$ cat config.mk
export PLATFORM = sky130hd
export DESIGN_NAME = banked_pin_ctrl
export DESIGN_NICKNAME = d
export VERILOG_FILES = /design/src/rtl/pinctl_pkg.sv /design/src/rtl/pinctl_sync.sv /design/src/rtl/pinctl_decode.sv /design/src/rtl/pinctl_bank.sv /design/src/rtl/banked_pin_ctrl.sv
export SDC_FILE = /design/constraint.sdc
export NUM_CORES = 2
export LEC_CHECK = 0
export ABC_CLOCK_PERIOD_IN_PS = 5400
export CAP_MARGIN = 10
export CORE_MARGIN = 3
export CORE_UTILIZATION = 45
export DETAILED_ROUTE_END_ITERATION = 8
export PLACE_DENSITY_LB_ADDON = 0.2
export SYNTH_ARGS = -nofsm -noshare
export SYNTH_HDL_FRONTEND = slang
export SYNTH_SLANG_ARGS = --single-unit
$ cat constraint.sdc
create_clock -name clk -period 5.4 [get_ports clk]
set_input_delay 0.81 -clock clk [delete_from_list [all_inputs] [get_ports clk]]
set_output_delay 0.81 -clock clk [all_outputs]
set_load 0.005 [all_outputs]
$ cat src/rtl/pinctl_pkg.sv
package pinctl_pkg;

   localparam int BANK_W       = 32;
   localparam int NUM_KINDS    = 7;
   localparam int KIND_STRIDE  = 12;
   localparam int LANE_STRIDE  = 4;
   localparam int GROUP_BANKS  = 3;
   localparam int GROUP_STRIDE = 256;
   localparam int MAX_BANKS    = 6;

   // Register kind index: offset = kind * KIND_STRIDE inside a group
   typedef enum logic [2:0] {
      K_LEVEL = 3'd0,
      K_DIR   = 3'd1,
      K_SET   = 3'd2,
      K_CLR   = 3'd3,
      K_RISE  = 3'd4,
      K_FALL  = 3'd5,
      K_STAT  = 3'd6
   } reg_kind_e;

   typedef struct packed {
      logic [BANK_W-1:0] level;
      logic [BANK_W-1:0] dir;
      logic [BANK_W-1:0] rise;
      logic [BANK_W-1:0] fall;
      logic [BANK_W-1:0] stat;
   } bank_view_t;

   function automatic int unsigned reg_offset(input int unsigned bank, input int unsigned kind);
      return (bank / GROUP_BANKS) * GROUP_STRIDE
           + kind * KIND_STRIDE
           + (bank % GROUP_BANKS) * LANE_STRIDE;
   endfunction

endpackage

$ cat src/rtl/pinctl_sync.sv
module pinctl_sync #(
   parameter int WIDTH  = 1,
   parameter int STAGES = 2
)(
   input  logic             clk,
   input  logic             rst_n,
   input  logic [WIDTH-1:0] d,
   output logic [WIDTH-1:0] q
);

   if (STAGES < 2) begin : g_bad_stages
      $error("pinctl_sync: STAGES must be at least 2");
   end
   if (WIDTH < 1) begin : g_bad_width
      $error("pinctl_sync: WIDTH must be positive");
   end

   logic [WIDTH-1:0] stg [STAGES];

   always_ff @(posedge clk or negedge rst_n) begin
      if (!rst_n) begin
         for (int i = 0; i < STAGES; i++) stg[i] <= '0;
      end else begin
         stg[0] <= d;
         for (int i = 1; i < STAGES; i++) stg[i] <= stg[i-1];
      end
   end

   assign q = stg[STAGES-1];

endmodule

$ cat src/rtl/pinctl_decode.sv
module pinctl_decode
   import pinctl_pkg::*;
#(
   parameter int NUM_BANKS = 6,
   parameter int ADDR_W    = 12,
   parameter int BSEL_W    = 3
)(
   input  logic [ADDR_W-1:0] addr,
   output logic              hit,
   output logic [BSEL_W-1:0] bank_sel,
   output reg_kind_e         kind_sel
);

   if (NUM_BANKS < 1 || NUM_BANKS > MAX_BANKS) begin : g_bad_banks
      $error("pinctl_decode: NUM_BANKS out of range");
   end
   if ((1 << BSEL_W) < NUM_BANKS) begin : g_bad_bsel
      $error("pinctl_decode: BSEL_W too narrow");
   end

   always_comb begin
      hit      = 1'b0;
      bank_sel = '0;
      kind_sel = K_LEVEL;
      for (int b = 0; b < NUM_BANKS; b++) begin
         for (int k = 0; k < NUM_KINDS; k++) begin
            if (addr == ADDR_W'(reg_offset(b, k))) begin
               hit      = 1'b1;
               bank_sel = BSEL_W'(b);
               kind_sel = reg_kind_e'(3'(k));
            end
         end
      end
   end

endmodule

$ cat src/rtl/pinctl_bank.sv
module pinctl_bank
   import pinctl_pkg::*;
#(
   parameter int          PINS        = 32,
   parameter logic [31:0] INV_MASK    = '0,
   parameter int          SYNC_STAGES = 2
)(
   input  logic                 clk,
   input  logic                 rst_n,
   input  logic [NUM_KINDS-1:0] wr_kind,
   input  logic [31:0]          wdata,
   input  logic [PINS-1:0]      pad_in,
   output logic [PINS-1:0]      pad_out,
   output logic [PINS-1:0]      pad_oe,
   output bank_view_t           view,
   output logic                 evt_any
);

   if (PINS < 1 || PINS > BANK_W) begin : g_bad_pins
      $error("pinctl_bank: PINS must be 1..32");
   end

   localparam logic [PINS-1:0] INV = INV_MASK[PINS-1:0];

   logic [PINS-1:0] lvl_now, lvl_prev;
   logic [PINS-1:0] out_q, dir_q, rise_q, fall_q, stat_q;
   logic [PINS-1:0] wd, hit_vec, clr_vec;

   pinctl_sync #(.WIDTH(PINS), .STAGES(SYNC_STAGES)) sync_i (
      .clk   (clk),
      .rst_n (rst_n),
      .d     (pad_in),
      .q     (lvl_now)
   );

   assign wd      = wdata[PINS-1:0];
   assign hit_vec = (lvl_now & ~lvl_prev & rise_q) | (~lvl_now & lvl_prev & fall_q);
   assign clr_vec = wr_kind[K_STAT] ? wd : '0;

   always_ff @(posedge clk or negedge rst_n) begin
      if (!rst_n) begin
         lvl_prev <= '0;
         out_q    <= '0;
         dir_q    <= INV;
         rise_q   <= '0;
         fall_q   <= '0;
         stat_q   <= '0;
      end else begin
         lvl_prev <= lvl_now;
         if (wr_kind[K_SET])       out_q <= out_q | wd;
         else if (wr_kind[K_CLR])  out_q <= out_q & ~wd;
         if (wr_kind[K_DIR])  dir_q  <= wd;
         if (wr_kind[K_RISE]) rise_q <= wd;
         if (wr_kind[K_FALL]) fall_q <= wd;
         stat_q <= (stat_q & ~clr_vec) | hit_vec;
      end
   end

   assign pad_out = out_q;
   assign pad_oe  = dir_q ^ INV;
   assign evt_any = |stat_q;

   assign view.level = 32'(lvl_now);
   assign view.dir   = 32'(dir_q);
   assign view.rise  = 32'(rise_q);
   assign view.fall  = 32'(fall_q);
   assign view.stat  = 32'(stat_q);


   set_drive_chk: assert property (@(posedge clk) disable iff (!rst_n)
      wr_kind[K_SET] |=> ((pad_out & $past(wd)) == $past(wd)));


   clr_drive_chk: assert property (@(posedge clk) disable iff (!rst_n)
      wr_kind[K_CLR] |=> ((pad_out & $past(wd)) == '0));


   oe_polarity_chk: assert property (@(posedge clk) disable iff (!rst_n)
      wr_kind[K_DIR] |=> (pad_oe == ($past(wd) ^ INV)));


   stat_sticky_chk: assert property (@(posedge clk) disable iff (!rst_n)
      !wr_kind[K_STAT] |=> ((stat_q & $past(stat_q)) == $past(stat_q)));


   stat_capture_chk: assert property (@(posedge clk) disable iff (!rst_n)
      (hit_vec != '0) |=> ((stat_q & $past(hit_vec)) == $past(hit_vec)));


   stat_w1c_chk: assert property (@(posedge clk) disable iff (!rst_n)
      wr_kind[K_STAT] |=> ((stat_q & $past(wd & ~hit_vec)) == '0));

endmodule

$ cat src/rtl/banked_pin_ctrl.sv
module banked_pin_ctrl
   import pinctl_pkg::*;
#(
   parameter int                      NUM_BANKS    = 6,
   parameter int                      LAST_PINS    = 32,
   parameter int                      ADDR_W       = 12,
   parameter int                      SYNC_STAGES  = 2,
   parameter logic [NUM_BANKS*32-1:0] INV_DIR_MASK = '0,
   localparam int                     NPINS        = (NUM_BANKS - 1) * 32 + LAST_PINS
)(
   input  logic              clk,
   input  logic              rst_n,
   input  logic [ADDR_W-1:0] bus_addr,
   input  logic              bus_wr,
   input  logic [31:0]       bus_wdata,
   output logic [31:0]       bus_rdata,
   input  logic [NPINS-1:0]  pad_in,
   output logic [NPINS-1:0]  pad_out,
   output logic [NPINS-1:0]  pad_oe,
   output logic              irq
);

   localparam int BSEL_W = (NUM_BANKS > 1) ? $clog2(NUM_BANKS) : 1;

   if (NUM_BANKS < 1 || NUM_BANKS > MAX_BANKS) begin : g_bad_banks
      $error("banked_pin_ctrl: NUM_BANKS must be 1..6");
   end
   if (LAST_PINS < 1 || LAST_PINS > BANK_W) begin : g_bad_last
      $error("banked_pin_ctrl: LAST_PINS must be 1..32");
   end
   if (ADDR_W < 9) begin : g_bad_addr
      $error("banked_pin_ctrl: ADDR_W must be at least 9");
   end

   logic              hit;
   logic [BSEL_W-1:0] bank_sel;
   reg_kind_e         kind_sel;
   bank_view_t        view [NUM_BANKS];
   logic [NUM_BANKS-1:0] evt;

   pinctl_decode #(.NUM_BANKS(NUM_BANKS), .ADDR_W(ADDR_W), .BSEL_W(BSEL_W)) dec_i (
      .addr     (bus_addr),
      .hit      (hit),
      .bank_sel (bank_sel),
      .kind_sel (kind_sel)
   );

   for (genvar b = 0; b < NUM_BANKS; b++) begin : g_bank
      localparam int W  = (b == NUM_BANKS - 1) ? LAST_PINS : BANK_W;
      localparam int LO = b * BANK_W;
      logic [NUM_KINDS-1:0] wr_kind;

      assign wr_kind = (bus_wr && hit && bank_sel == BSEL_W'(b))
                     ? (NUM_KINDS'(1) << kind_sel) : '0;

      pinctl_bank #(
         .PINS        (W),
         .INV_MASK    (INV_DIR_MASK[LO +: 32]),
         .SYNC_STAGES (SYNC_STAGES)
      ) bank_i (
         .clk     (clk),
         .rst_n   (rst_n),
         .wr_kind (wr_kind),
         .wdata   (bus_wdata),
         .pad_in  (pad_in[LO +: W]),
         .pad_out (pad_out[LO +: W]),
         .pad_oe  (pad_oe[LO +: W]),
         .view    (view[b]),
         .evt_any (evt[b])
      );
   end

   always_comb begin
      bus_rdata = '0;
      if (hit) begin
         case (kind_sel)
            K_LEVEL: bus_rdata = view[bank_sel].level;
            K_DIR:   bus_rdata = view[bank_sel].dir;
            K_RISE:  bus_rdata = view[bank_sel].rise;
            K_FALL:  bus_rdata = view[bank_sel].fall;
            K_STAT:  bus_rdata = view[bank_sel].stat;
            default: bus_rdata = '0;
         endcase
      end
   end

   assign irq = |evt;


   unmapped_rd_chk: assert property (@(posedge clk) disable iff (!rst_n)
      !hit |-> (bus_rdata == '0));


   set_rd_zero_chk: assert property (@(posedge clk) disable iff (!rst_n)
      (hit && (kind_sel == K_SET || kind_sel == K_CLR)) |-> (bus_rdata == '0));

endmodule

==> flow_summary_export.csv <==
group,metric,value,unit
cts,clk_path_buf_depth,3,
run_status,outcome,"complete, no violations",
logic_synthesis,synth_edf_count,0,
cells_and_area,final_common_cell,"dfrtp_1",
pwr,switching_share,22.8,%
pwr,peakVddDrop,0.257,mV
timing,rsz0062_at_grt,"true",
cells_and_area,mostFrequentLayoutCells,"1536 x dfrtp_1, 949 x nand2_1, 637 x clkdlybuf4s50_1",
setup_path,rrSetupSlack,4.29,ns
timing,final_hold_viol_count,0,
cts,cts_buffers,160,
logic_synthesis,ys_types,86,
floorplan,core_area,136000,um^2
placed_design,dp_cells,7620,
timing,fmax,0.186,GHz
cells_and_area,layout-drive-gt1-share,24.6,%
timing,drv_slew,0,
setup_path,worst-r2r-cell-count,3,
cts,insertion_delay,0.82,ns
pwr,power.leakage,34.7,nW
cells_and_area,finalCoreUtilization,58.7,%
detailed_routing,final_antenna_net_count,0,
pwr,clockPowerShare,47.1,%
min_path,hold_path.class,"reg2reg",
logic_synthesis,synth-seq-cells,1536,
floorplan,die_y,376,um
global_routing,use_met1,45.8,%
timing,tightest_slew,1.25,ns
floorplan,num_rows,135,
detailed_routing,drc,0,
detailed_routing,detail_route.wl_per_cell,29.8,um
timing,timing.final.crit_period,5.37,ns
global_routing,grt_pass1_vias,47100,
global_routing,grt_pass1_wl,340000,um
global_routing,grt_overflow_total,0,
pwr,seqPwrFrac,49.3,%
placed_design,place_hpwl,167000,um
global_routing,antenna_found_initial,18,
logic_synthesis,synth-async-reset-ratio,100,%
logic_synthesis,syn_inst,5116,
cts,cts_tree,"built",
cells_and_area,fill_cells,11200,
timing,holdWs,0.336,ns
detailed_routing,drt-initial-drc-count,5718,
detailed_routing,via_count,48400,
logic_synthesis,syn_nets,5355,
placed_design,io_buffers,655,
global_routing,gr-usage-met3,7.96,%
cells_and_area,layout.cells.non_filler,7934,
cts,cts.sinks,1536,
setup_path,cp_max_fo,12,
global_routing,grtUsageMet2,49.9,%
global_routing,busiest_layer,"met2",
timing,period_share,99.4,%
floorplan,ioPinCount,656,
cells_and_area,fin_nets,6261,
setup_path,crit_type,"in2out",
setup_path,end_kind,"output port",
timing,fin_skew,0.0287,ns
pwr,switchingPower,5.52,mW
timing,max_slew_margin,16.1,%
cts,root_buffer,"clkbuf_16",
placed_design,gp_congestion,0.979,
detailed_routing,vias_per_cell,6.10,
global_routing,track_usage,33.1,%
logic_synthesis,syn_area_per_cell,12.0,um^2
cells_and_area,synthToLayoutAreaGrowth,29.3,%
pwr,intPower,18.7,mW
pwr,p_comb_share,3.6,%
setup_path,cp.arrival,4.56,ns
detailed_routing,dr.pass1.iters,6,
global_routing,grt_max_degree,164,
min_path,hold_depth,0,
setup_path,start_kind,"input port",
floorplan,die_x,376,um
cts,clkTransAtPathRegs,0.06,ns
placed_design,placed_area,73400,um^2
logic_synthesis,seq_area_frac_synth,62.5,%
job,cap_violations,0,
timing,fin_tns_setup,0,ns
logic_synthesis,synthFlopType,"dfrtp_1",
floorplan,dieArea,141000,um^2
logic_synthesis,ys_warn_count,0,
setup_path,critPathRequiredTime,4.59,ns
cts,htree_levels,4,
timing,finalSetupViolCount,0,
detailed_routing,wl,236000,um
floorplan,start_util,45.4,%
cells_and_area,fin_area,79600,um^2
logic_synthesis,syn-cell-area,61500,um^2
pwr,powerDensity,304,nW/um^2
-- worst paths after layout --
| check | endpoint | startpoint |
|---|---|---|
| worst max register to register | g_bank[0].bank_i.stat_q[10]$_DFF_PN0_ | g_bank[0].bank_i.sync_i.q[10]$_DFF_PN0_ |
| min in group asynchronous | async pin | rst_n |
| worst min register to register | g_bank[2].bank_i.sync_i.q[22]$_DFF_PN0_ | g_bank[2].bank_i.sync_i.stg[54]$_DFF_PN0_ |
| max in group asynchronous | g_bank[4].bank_i.rise_q[29]$_DFFE_PN0P_ | rst_n |
| worst max-delay path | bus_rdata[31] | bus_addr[3] |
| worst min-delay path | g_bank[2].bank_i.sync_i.q[22]$_DFF_PN0_ | g_bank[2].bank_i.sync_i.stg[54]$_DFF_PN0_ |
-- layer usage --
| metal | share of wire, % | vias to the layer above |
|---|---|---|
| li1 | - | 20400 |
| met3 | 9.8 | 609 |
| met5 | 0.046 | - |
| met1 | 41 | 24800 |
| met4 | 4.8 | 18 |
| met2 | 44 | 2639 |
-- power by group through the flow --
stage	Sequential [mW]	Combinational (mW)	Clock, mW
2_1_floorplan	12.0	0.206	0
3_3_place_gp	12.1	0.853	0
3_5_place_dp	12.1	0.854	0
4_1_cts	11.9	0.870	11.6
5_1_grt	11.9	0.932	12.0
6_report	11.9	0.865	11.4
-- final cells by class --
cell class,instances,area [um^2],area share [%]
timing repair buffer,1108,11100,14.0
inverter,7,27.5,0.0346
antenna,4,10.0,0.0126
clock buffer,231,4630,5.82
multi-input combinational,3209,22200,28.0
clock inverter,58,841,1.06
sequential,1536,38400,48.3
tap,1781,2230,2.80
-- per-stage QoR --
stage | worst slack, ns | power, mW
floorplan | 0.841 | 12.2
global placement | -0.665 | 13.0
detailed placement | -0.630 | 13.0
CTS | 0.00161 | 24.4
global route | -0.0175 | 24.9
finish | 0.0298 | 24.2
-- critical path, stage by stage --
cell and delay (ns):
dlygate4sd2_1 0.27, buf_6 0.15, buf_8 0.15, or2_2 0.34, a2111oi_4 0.36, a32o_2 0.27
buf_6 0.15, a21oi_4 0.06, buf_4 0.17, buf_4 0.15, a221oi_2 0.21, a211oi_1 0.08
or4_1 0.46, o31a_1 0.32, buf_12 0.16, clkdlybuf4s50_1 0.44
-- timing repair --
item,4_1_cts,5_1_grt
hold buffers,1,0
cloned,2,0
buffers inserted,16,3
endpoints found under the hold margin,24,0
endpoints found under the setup margin,32,25
pin swaps,32,14
resized for setup,96,32
-- synth_stat cells, drive strengths merged (40+ instances only) --
master / number / area, um^2
a21o: 41 / 308
a21oi: 109 / 549
a22oi: 100 / 764
buf: 94 / 497
clkbuf: 270 / 1010
dfrtp: 1536 / 38400
mux2: 608 / 6850
nand2: 954 / 3600
nand3: 40 / 205
nand3b: 194 / 1460
nor2: 155 / 584
nor3: 44 / 225
nor4: 76 / 475
o211ai: 169 / 1270
o21ai: 234 / 1180
o221a: 75 / 845
o221ai: 114 / 998
o22ai: 76 / 475
-- cell families (layout without fill, tap and decap cells) --
kind of cell / Yosys count / after routing / share of synthesized area (%)
flops: 1536 / 1536 / 62.5
xor+xnor: 5 / 5 / 0.0712
simple gates: 1533 / 1533 / 11.5
fa+ha+maj: 1 / 1 / 0.0163
mux: 608 / 608 / 11.1
other cells: 0 / 4 / 0
compound gates: 1062 / 1062 / 12.4
buf+inv: 371 / 1404 / 2.50
(Power assumes the default switching activity.)
